**src/rtl/fpu_xfer_pkg.sv**
```systemverilog
package fpu_xfer_pkg;
  localparam int SEL_W    = 3;
  localparam int REGNUM_W = 3;

  typedef enum logic [2:0] {
    EA_DREG,
    EA_AREG,
    EA_POSTINC,
    EA_PREDEC,
    EA_OTHER
  } ea_kind_t;

  typedef enum logic [1:0] {
    CLS_NONE,
    CLS_CTLREG,
    CLS_LIST
  } xfer_cls_t;

  typedef struct packed {
    logic                rd;
    logic                wr;
    logic                trap;
    logic [SEL_W-1:0]    sel;
    logic                to_int;
    logic                areg;
    logic [REGNUM_W-1:0] num;
  } xfer_res_t;
endpackage

```
**src/rtl/fpu_ea_class.sv**
```systemverilog
module fpu_ea_class
  import fpu_xfer_pkg::*;
(
  input  logic [5:0]          mode_reg,
  output ea_kind_t            kind,
  output logic [REGNUM_W-1:0] num
);
  always_comb begin
    unique case (mode_reg[5:3])
      3'b000:  kind = EA_DREG;
      3'b001:  kind = EA_AREG;
      3'b011:  kind = EA_POSTINC;
      3'b100:  kind = EA_PREDEC;
      default: kind = EA_OTHER;
    endcase
  end

  assign num = mode_reg[REGNUM_W-1:0];
endmodule

```
**src/rtl/fpu_sel_norm.sv**
```systemverilog
module fpu_sel_norm
  import fpu_xfer_pkg::*;
(
  input  logic [SEL_W-1:0] raw_sel,
  output logic [SEL_W-1:0] eff_sel,
  output logic             multi,
  output logic             empty
);
  localparam logic [SEL_W-1:0] IADDR_ONLY = SEL_W'(1);

  logic [$clog2(SEL_W+1)-1:0] cnt;

  always_comb begin
    cnt = '0;
    for (int i = 0; i < SEL_W; i++) cnt = cnt + raw_sel[i];
  end

  assign empty   = (cnt == 0);
  assign multi   = (cnt > 1);
  assign eff_sel = empty ? IADDR_ONLY : raw_sel;
endmodule

```
**src/rtl/fpu_xfer_rules.sv**
```systemverilog
module fpu_xfer_rules
  import fpu_xfer_pkg::*;
(
  input  xfer_cls_t           cls,
  input  ea_kind_t            kind,
  input  logic [REGNUM_W-1:0] num,
  input  logic                dir_out,
  input  logic                late,
  input  logic [SEL_W-1:0]    raw_sel,
  input  logic [SEL_W-1:0]    eff_sel,
  input  logic                multi,
  input  logic                empty,
  output xfer_res_t           res
);
  logic go;
  logic ctl_or_stat;

  assign ctl_or_stat = |raw_sel[SEL_W-1:1];

  always_comb begin
    res = '0;
    go  = 1'b0;
    unique case (cls)
      CLS_CTLREG: begin
        if (kind == EA_DREG) begin
          if (multi) res.trap = !late;
          else       go = 1'b1;
        end else if (kind == EA_AREG) begin
          if (ctl_or_stat)        res.trap = 1'b1;
          else if (empty && late) res.trap = 1'b1;
          else                    go = 1'b1;
        end
      end
      CLS_LIST: begin
        if (dir_out && kind == EA_POSTINC)  res.trap = 1'b1;
        if (!dir_out && kind == EA_PREDEC)  res.trap = 1'b1;
      end
      default: ;
    endcase
    if (go) begin
      res.rd     = dir_out;
      res.wr     = !dir_out;
      res.sel    = eff_sel;
      res.to_int = dir_out;
      res.areg   = (kind == EA_AREG);
      res.num    = num;
    end
  end
endmodule

```
**src/rtl/fpu_ctl_xfer_dec.sv**
```systemverilog
module fpu_ctl_xfer_dec
  import fpu_xfer_pkg::*;
#(
  parameter int OP_W  = 16,
  parameter int EXT_W = 16
) (
  input  logic                clk,
  input  logic                rst,
  input  logic                in_valid,
  input  logic [OP_W-1:0]     opcode,
  input  logic [EXT_W-1:0]    ext_word,
  input  logic                late_model,
  output logic                rd_stb,
  output logic                wr_stb,
  output logic                trap,
  output logic [SEL_W-1:0]    sel,
  output logic                to_int,
  output logic                is_areg,
  output logic [REGNUM_W-1:0] reg_num
);
  localparam int CLS_HI  = EXT_W - 1;
  localparam int DIR_BIT = EXT_W - 3;
  localparam int SEL_HI  = EXT_W - 4;
  localparam int SEL_LO  = SEL_HI - SEL_W + 1;

  xfer_cls_t           cls;
  ea_kind_t            kind;
  logic [REGNUM_W-1:0] num;
  logic [SEL_W-1:0]    eff_sel;
  logic                multi, empty;
  xfer_res_t           res_d, res_q;
  logic                unused_bits;

  assign unused_bits = ^{opcode[OP_W-1:6], ext_word[SEL_LO-1:0]};

  always_comb begin
    unique case (ext_word[CLS_HI -: 2])
      2'b10:   cls = CLS_CTLREG;
      2'b11:   cls = CLS_LIST;
      default: cls = CLS_NONE;
    endcase
  end

  fpu_ea_class u_ea (
    .mode_reg (opcode[5:0]),
    .kind     (kind),
    .num      (num)
  );

  fpu_sel_norm u_sel (
    .raw_sel (ext_word[SEL_HI:SEL_LO]),
    .eff_sel (eff_sel),
    .multi   (multi),
    .empty   (empty)
  );

  fpu_xfer_rules u_rules (
    .cls     (cls),
    .kind    (kind),
    .num     (num),
    .dir_out (ext_word[DIR_BIT]),
    .late    (late_model),
    .raw_sel (ext_word[SEL_HI:SEL_LO]),
    .eff_sel (eff_sel),
    .multi   (multi),
    .empty   (empty),
    .res     (res_d)
  );

  always_ff @(posedge clk) begin
    if (rst)           res_q <= '0;
    else if (in_valid) res_q <= res_d;
    else               res_q <= '0;
  end

  assign rd_stb  = res_q.rd;
  assign wr_stb  = res_q.wr;
  assign trap    = res_q.trap;
  assign sel     = res_q.sel;
  assign to_int  = res_q.to_int;
  assign is_areg = res_q.areg;
  assign reg_num = res_q.num;

  a_r12_one_event: assert property (@(posedge clk) disable iff (rst)
    $onehot0({rd_stb, wr_stb, trap}));

  a_r12_quiet_fields: assert property (@(posedge clk) disable iff (rst)
    !(rd_stb || wr_stb) |-> (sel == '0 && !to_int && !is_areg && reg_num == '0));

  a_r2_needs_valid: assert property (@(posedge clk) disable iff (rst)
    (rd_stb || wr_stb || trap) |-> $past(in_valid));

  a_r3_single_sel: assert property (@(posedge clk) disable iff (rst)
    (rd_stb || wr_stb) |-> ($countones(sel) == 1));

  a_r4_direction: assert property (@(posedge clk) disable iff (rst)
    (rd_stb || wr_stb) |-> (to_int == rd_stb));

  a_r8_areg_iaddr_only: assert property (@(posedge clk) disable iff (rst)
    ((rd_stb || wr_stb) && is_areg) |-> (sel == 3'b001));
endmodule

```
**config.mk**
```make
export PLATFORM = sky130hd
export DESIGN_NAME = fpu_ctl_xfer_dec
export DESIGN_NICKNAME = d
export VERILOG_FILES = /design/src/rtl/fpu_xfer_pkg.sv /design/src/rtl/fpu_ea_class.sv /design/src/rtl/fpu_sel_norm.sv /design/src/rtl/fpu_xfer_rules.sv /design/src/rtl/fpu_ctl_xfer_dec.sv
export SDC_FILE = /design/constraint.sdc
export NUM_CORES = 1
export LEC_CHECK = 0
export BUFFER_PORTS_ARGS = -buffer_cell sky130_fd_sc_hd__buf_2
export CAP_MARGIN = 25
export CORE_MARGIN = 1
export CORE_UTILIZATION = 33
export DETAILED_ROUTE_END_ITERATION = 10
export GPL_ROUTABILITY_DRIVEN = 0
export PLACE_DENSITY_LB_ADDON = 0.2
export SKIP_CTS_REPAIR_TIMING = 1
export SLEW_MARGIN = 20
export SYNTH_ARGS = -nofsm -noshare
export SYNTH_HDL_FRONTEND = slang
export SYNTH_SLANG_ARGS = --single-unit
export TNS_END_PERCENT = 10
```
**constraint.sdc**
```tcl
create_clock -name clk -period 2.2 [get_ports clk]
set_input_delay 0.44 -clock clk [delete_from_list [all_inputs] [get_ports clk]]
set_output_delay 0.44 -clock clk [all_outputs]
set_load 0.01 [all_outputs]
```
# After elaboration in Yosys (flattened, before gate mapping)
# Index checks and enable logic that the tools add are counted.
# totals
reg_bits,10
latch_bits,0
ramBits,0
romBits,0
out_inout_bits,11
wordCells,51
memories,0
# op_classes
n_addsub,2
multipliers,0
div_mod_pow,0
n_lt_le_gt_ge,1
eq_ne,10
n_shift,0
n_mux,17
bitwise,2
reduce_logical,12
# op_table
op,n
$mux W1,14
$pmux W3 S4,1
$eq A3 B2 Y1 const B,3
$eq A2 B2 Y1 const B,3
$eq A3 B1 Y1 const B,2
$logic_not A3 Y1,2
$pmux W2 S2,1
$reduce_or A2 Y1,2
$reduce_or A4 Y1,1
$eq A3 B3 Y1 const B,1
$logic_and A1 B1 Y1,3
$reduce_or A3 Y1,1
$add A1 B1 Y2,1
$add A2 B1 Y2,1
$eq A2 B1 Y1 const B,1
$gt A2 B1 Y1 const B,1
$logic_not A1 Y1,2
$logic_not A2 Y1,1
$not A1 Y1,2
$pmux W1 S2,1

# Depth between registers and ports, before layout
# Gate-level depths: netlist of run 1.
# logic_depth
ltp_word,11
ltp_mapped,4

# Hierarchy
# Synthesis of run 1 repeated with hierarchy kept, for this count alone.
# hier_totals
cells_unflattened,65
area_unflattened_um2,646.9
# modules_own_cells
module,n_inst,cells_each,area_per_inst_um2
fpu_ctl_xfer_dec,1,26,346.6
fpu_xfer_rules,1,25,191.4
fpu_ea_class,1,9,62.6
fpu_sel_norm,1,5,46.3

# Worst setup path before layout of run 1
# OpenSTA, ideal clock, no wires.
# synth_path
kind,in2reg
from,input ext_word[10]
to,"register res_q, in the netlist sel[1]"
setup_ns,0.128
arrival_ns,1.701
setup_slack_ns,0.371
path_stages,4
cell_sequence,fa_1 -> or3b_1 -> a31oi_4 -> nor4bb_2
# synth_between
elab_chain_cells,11
word_cells_on_any_way,13
# synth_rtl
item,line_no,source
from (decl),fpu_ctl_xfer_dec.sv:11,"input logic [EXT_W-1:0] ext_word,"
$add A1 B1 Y2 (*),fpu_sel_norm.sv:15,for (int i = 0; i < SEL_W; i++) cnt = cnt + raw_sel[i];
$add A2 B1 Y2 (*),fpu_sel_norm.sv:15,
$logic_not A2 Y1,fpu_sel_norm.sv:18,assign empty = (cnt == 0);
$logic_and A1 B1 Y1,fpu_xfer_rules.sv:30,else if (empty && late) res.trap = 1'b1;
$mux W1,fpu_xfer_rules.sv:30,
$mux W1,fpu_xfer_rules.sv:29,if (ctl_or_stat) res.trap = 1'b1;
$mux W1,fpu_xfer_rules.sv:28,end else if (kind == EA_AREG) begin
$mux W1,fpu_xfer_rules.sv:25,if (kind == EA_DREG) begin
$mux W1,fpu_xfer_rules.sv:23,unique case (cls)
$not A1 Y1 (no line),-,
$reduce_or A4 Y1 (no line) (*),-,
to (signal assigned),fpu_ctl_xfer_dec.sv:72,else if (in_valid) res_q <= res_d;
to (decl),fpu_ctl_xfer_dec.sv:31,"xfer_res_t res_d, res_q;"
# Mark *: on every way between the ends. The rest lies on a longest branch, timed or not.
# A chain may end at the register's enable or synchronous reset.

# Worst setup path in the final report of run 1
# layout_path
from,input ext_word[10]
to,"register res_q, in the netlist to_int"
# layout_between
elab_chain_cells,11
word_cells_on_any_way,13
# layout_rtl
item,line_no
$add A1 B1 Y2 (*),fpu_sel_norm.sv:15
$add A2 B1 Y2 (*),fpu_sel_norm.sv:15
$logic_not A2 Y1,fpu_sel_norm.sv:18
$logic_and A1 B1 Y1,fpu_xfer_rules.sv:30
$mux W1,fpu_xfer_rules.sv:30
$mux W1,fpu_xfer_rules.sv:29
$mux W1,fpu_xfer_rules.sv:28
$mux W1 (*),fpu_xfer_rules.sv:25
$mux W1 (*),fpu_xfer_rules.sv:23
$not A1 Y1 (no line) (*),-
$reduce_or A3 Y1 (no line) (*),-
# Marked as above.

==> impl_metrics.csv, run 1 <==
group,metric,value,unit
synth,ys.flop_type,"dfxtp_1",
detailed_routing,met1_length,406,um
die,rows,12,
clocking,h-tree-depth,1,
synth,ys_warn_count,0,
synth,ys_types,22,
synth,synth-xor-area-share,0,%
place,dpl.hpwl,713.3,um
synth,synthMuxAreaShare,0,%
sta,rsz0062_at_grt,"false",
synth,synth_edf_count,0,
setup_path,crit_path_start_kind,"primary input",
synth,syn-num-nets,79,
detailed_routing,firstDrtPassIters,4,
final_layout,area_delta_synth_final,37.67,%
place,portBuffers,26,
detailed_routing,drc,0,
final_layout,regArea,200.2,sq um
setup_path,crit_buf_inv,1,
detailed_routing,top_layer_used,"met4",
detailed_routing,wl_met2,435,um
power,p_per_area,562.8,nW/um^2
global_routing,grt_max_degree,9,
synth,synthSimpleGateAreaFrac,38.78,%
synth,yosys.area_share.adder,4.432,%
detailed_routing,ant_nets,0,
power,p_leak,0.0002668,uW
detailed_routing,viasPerCell,5.047,
sta,slew_viol_final,0,
clocking,cts_num_sinks,10,
die,core,1186,sq um
global_routing,grt_overflow_total,0,
sta,setup_viol,0,
synth,ys_top_cells_by_count,"10 x dfxtp_1, 7 x nor2_1, 4 x nand2_1",
sta,relSlewSlack,77.55,%
detailed_routing,met3_length,52,um
synth,synth_area,451.7,sq um
setup_path,cp_slowest_cell,"fa_1",
die,die_w,39.00,um
final_layout,nNetsFinal,110,
die,initial_core_util,38.08,%
synth,synthCells,42,
setup_path,critPathMaxFanout,8,
detailed_routing,wire_per_inst,10.68,um
setup_path,critPathKind,"in2reg",
worst_hold_path,hp-class,"in2reg",
final_layout,layout.cells.non_filler,85,
final_layout,multiInputGateArea,244.0,sq um
sta,fin_crit,1767,ps
global_routing,antenna_found_initial,0,
synth,ys_seq_area_share,44.32,%
setup_path,end_kind,"flip-flop",
power,ir_worst_vdd,221.2,uV
synth,ys_top_cells_by_area,"dfxtp_1 44%, nor4bb_2 7.2%, nor2_1 5.8%",
sta,achievable-frequency,565.9,MHz
die,die_h,39.00,um
sta,hold_viol_final,0,
synth,synth_top_family_by_area,"simple AND/OR/NAND/NOR gates",
synth,synth_top_area_share,44.32,%
place,dp_cells,82,
setup_path,required,2330,ps
synth,synth_seq_cells,10,
setup_path,arrival,1900,ps
clocking,cts-root-buf,"clkbuf_4",
synth,synth.largest_area_cell,"dfxtp_1",
run_status,outcome,"finished, final reports clean",
detailed_routing,drt_iter0_drc,8,
global_routing,grt_pass1_vias,396,
setup_path,critPathTopFamily,"simple AND/OR/NAND/NOR gates",
final_layout,drive_gt1_share,50.70,%
clocking,numCtsBuffers,3,
die,io_pins,47,
sta,fin_setup_tns,0,ps
clocking,clockBufferDepth,2,
detailed_routing,routed_wl,908,um
synth,yosysMostFrequentCell,"dfxtp_1",
die,die_area,1521,sq um
sta,tightest_slew,333.9,ps
synth,async_reset_ff_share,0,%
synth,synth-compound-area-share,10.80,%
detailed_routing,vias,429,
global_routing,grt_pass1_wl,1.497,mm
clocking,clk_pin_slew_worst_paths,60,ps
sta,min_period_over_period,80.33,%
clocking,cts_tree,"done",
final_layout,n_antenna_cell,0,
final_layout,fillers,113,
setup_path,path_cells,"buf_2, fa_1, or3b_1, a31oi_4, nor2_1",
flow_run,maxCapViolCount,0,
global_routing,track_usage,14.63,%
setup_path,crit_path_max_incr_delay,480,ps
synth,avgSynthCellArea,10.75,sq um
sequential cells by signal, indices dropped and copies added (netlist names):
name / count
is_areg: 1
reg_num: 3
sel: 3
to_int: 1
trap: 1
wr_stb: 1
cell type report:
cell class | count | share of cell area (%)
Timing Repair Buffer | 27 | 22.13
Multi-Input combinational cell | 31 | 39.24
Clock buffer | 3 | 3.622
Tap cell | 14 | 2.817
Sequential cell | 10 | 32.19
per-layer routing:
layer  up-vias  global-route usage (%)
met2        19                   24.58
li1        215                       -
met1       193                   16.84
met3         2                   1.734
met4         0                   10.34
met5         -                       0
report_power, final:
group	internal, uW	switching (uW)	total, uW
Sequential	182	0.207	182
Clock	62.8	55.5	118
Combinational	23.5	26.1	49.6
final timing paths:
check                   startpoint  cells past startpoint    endpoint  slack (ps)
worst max-delay path  ext_word[10]                      5      to_int         430
worst min-delay path     opcode[2]                      3  reg_num[2]         400
through the flow:
step           util (%)  worst slack [ps]  cell area [sq um]  hold slack (ps)  total power [uW]
4_1_cts           52.43             426.8              621.8            392.9             354.4
3_5_place_dp      50.53             152.9              599.3            663.8             236.1
3_3_place_gp      50.53             176.3              599.3            655.8             234.8
6_report          52.43             432.8              621.8            398.2             350.0
5_1_grt           52.43             359.3              621.8            393.7             368.1
2_1_floorplan         -             371.1              451.7            518.1             209.9
worst min-delay path, cell delays in order:
cell and delay (ps):
buf_2 70, nand2_1 40, nor2_1 70
cells by family after synthesis:
family	Yosys count
and+or+nand+nor	25
DFF	10
adders and majority gates	1
AOI/OAI and AO/OA	5
buffers and inverters	1
cells in the final DEF (no fill, tap or decap), drive strengths merged:
master,count
buf,27
o21ai,1
a21boi,1
and4bb,1
nand4b,1
o31a,1
fa,1
nand2,4
clkbuf,3
nand3,1
nor4bb,2
nand3b,1
nor3,1
or3b,1
nor2,7
nor4,3
a31oi,2
nand2b,1
or4b,1
nor3b,1
dfxtp,10
Power figures use the tool's default switching activity.
==> inputs of run 2 (changes only) <==
ABC_AREA = 1   (was not set)
clock period = 1.75 ns   (was 2.2 ns; I/O delays follow)
==> run 2 against run 1 <==
Die area increased by 4.5%. Cell area increased by 5.8%. Worst hold slack got worse by 120 ps. Final cell count increased by 20%. Critical path depth increased by 3. Sequential power increased by 26%. Area after synthesis increased by 4.7%. Clock power increased by 69%. Non-clock buffer count unchanged. Sequential share of layout area decreased by 1.8 points. Total power increased by 42%. Synthesized cell count increased by 36%. Largest cell class unchanged.
==> impl_metrics.csv, run 2 <==
group,metric,value,unit
sta,fin_setup_tns,0,ps
detailed_routing,wire_per_inst,7.951,um
power,total_power,495.7,uW
global_routing,track_usage,10.95,%
final_layout,drive_gt1_share,55.17,%
setup_path,end_kind,"flip-flop",
sta,achievable-frequency,752.3,MHz
clocking,cts_tree,"done",
die,initial_core_util,35.90,%
global_routing,grt_max_degree,7,
synth,synthCells,57,
detailed_routing,vias,436,
synth,synth_top_area_share,42.33,%
synth,ys_top_cells_by_area,"dfxtp_1 42%, nor2_2 13%, inv_1 7.1%",
power,ir_worst_vdd,231.7,uV
synth,synth_seq_cells,10,
final_layout,final_common_cell,"buf_2",
sta,worst_slack,420.8,ps
final_layout,stdcell_area,658.1,sq um
setup_path,path_cells,"buf_2, fa_1, nor2_1, nand2_1, nand3_1, nand2_2, nand2_4, nor2_2",
global_routing,antenna_found_initial,0,
synth,synth_area,473.0,sq um
final_layout,area_delta_synth_final,39.15,%
setup_path,cp_slowest_cell,"fa_1",
place,dpl.hpwl,677,um
global_routing,grt_overflow_total,0,
detailed_routing,viasPerCell,4.275,
detailed_routing,firstDrtPassIters,4,
global_routing,grt_pass1_wl,1.131,mm
final_layout,layout_common_cells,"26 x buf_2, 10 x nor2_2, 10 x dfxtp_1",
detailed_routing,routed_wl,811,um
worst_hold_path,hp-class,"in2reg",
worst_hold_path,whs_endpoint,"wr_stb",
clocking,clockBufferDepth,2,
synth,avgSynthCellArea,8.297,sq um
setup_path,crit_path_start_kind,"primary input",
place,dp_cells,98,
clocking,cts-root-buf,"clkbuf_4",
clocking,clk_pin_slew_worst_paths,60,ps
sta,min_period_over_period,75.95,%
sta,tightest_slew,212.7,ps
final_layout,multiInputGateArea,224.0,sq um
detailed_routing,drc,0,
global_routing,grt_pass1_vias,326,
sta,rsz0062_at_grt,"false",
clocking,cts_num_sinks,10,
clocking,h-tree-depth,1,
synth,syn-num-nets,94,
synth,ys_types,16,
place,dp_slack,134.9,ps
final_layout,fillers,130,
power,p_per_area,753.1,nW/um^2
final_layout,n_antenna_cell,0,
place,postPlaceCellArea,621.8,sq um
final_layout,nNetsFinal,125,
setup_path,crit_buf_inv,1,
synth,ys.flop_type,"dfxtp_1",
setup_path,critPathMaxFanout,6,
die,io_pins,47,
worst_hold_path,worstHoldStart,"ext_word[13]",
synth,async_reset_ff_share,0,%
final_layout,layout.cells.non_filler,102,
setup_path,crit_path_max_incr_delay,470,ps
worst_hold_path,hold_path_depth,2,
die,die_area,1588,sq um
sta,setup_viol,0,
die,die_h,39.86,um
detailed_routing,ant_nets,0,
die,die_w,39.86,um
place,portBuffers,26,
flow_run,maxCapViolCount,0,
final_layout,regArea,200.2,sq um
sta,relSlewSlack,85.81,%
synth,ys_seq_area_share,42.33,%
synth,ys_warn_count,0,
sta,fin_crit,1329,ps
setup_path,required,1910,ps
sta,hold_viol_final,0,
sta,slew_viol_final,0,
die,core,1318,sq um
setup_path,critPathKind,"in2reg",
synth,synth.largest_area_cell,"dfxtp_1",
power,p_leak,0.0003719,uW
synth,synth_edf_count,0,
die,rows,13,
setup_path,critPathTopFamily,"simple AND/OR/NAND/NOR gates",
run_status,outcome,"finished, final reports clean",
setup_path,arrival,1480,ps
detailed_routing,drt_iter0_drc,6,
clocking,numCtsBuffers,3,
synth,ys_top_cells_by_count,"10 x dfxtp_1, 10 x nor2_2, 9 x inv_1",
[run 2: cell count changes in the layout (fill, tap and decap cells not counted), sizes merged, moves of 3 or more]
cell | previous run | this run
inv | 0 | 11
nand2 | 4 | 7
nand3 | 1 | 5
nor2 | 7 | 16
nor4 | 3 | 0
[run 2: worst max-delay path by stage]
stage | from | to | slack, ps | depth (start not counted)
global route | ext_word[10] | sel[0] | 310 | 8
finish | ext_word[10] | sel[0] | 420 | 8
floorplan | ext_word[10] | is_areg | 280 | 6
CTS | ext_word[10] | sel[0] | 420 | 8
detailed placement | ext_word[10] | sel[0] | 130 | 8
global placement | ext_word[10] | sel[0] | 130 | 8
[run 2: cell families (layout without fill, tap and decap cells)]
group	count (synthesis)	after routing	share of synthesized area, %
compound gates	2	2	2.116
flops	10	10	42.33
fa+ha+maj	1	1	4.233
simple gates	32	32	41.00
buf+inv	12	42	10.32
[run 2: power breakdown]
group / switching, uW / internal (uW)
clock: 73.6 / 126
sequential: 0.251 / 229
combinational: 37.4 / 29.5
total: 111 / 384
[run 2: metrics by stage]
stage | hold WS, ps | util, %
finish | 279.6 | 49.95
global route | 274.3 | 49.95
CTS | 269.3 | 49.95
detailed placement | 551.3 | 47.20
global placement | 548.4 | 47.20
floorplan | 416.9 | -
[run 2: per-layer routing]
metal  part of all wire, %  wire length (um)  global-route usage, %  up-vias
li1                      -                 -                      -      233
met2                    51               413                  19.26       18
met4                   1.7                14                  7.759        0
met1                    41               332                  11.60      183
met5                     0                 0                      0        -
met3                   6.2                50                  1.705        2
[run 2: final cells by class]
type | count | area share (%)
Multi-Input combinational cell | 35 | 34.03
Sequential cell | 10 | 30.42
Timing Repair Buffer | 27 | 20.91
Inverter | 11 | 6.274
Clock buffer | 4 | 5.513
Tap cell | 15 | 2.852
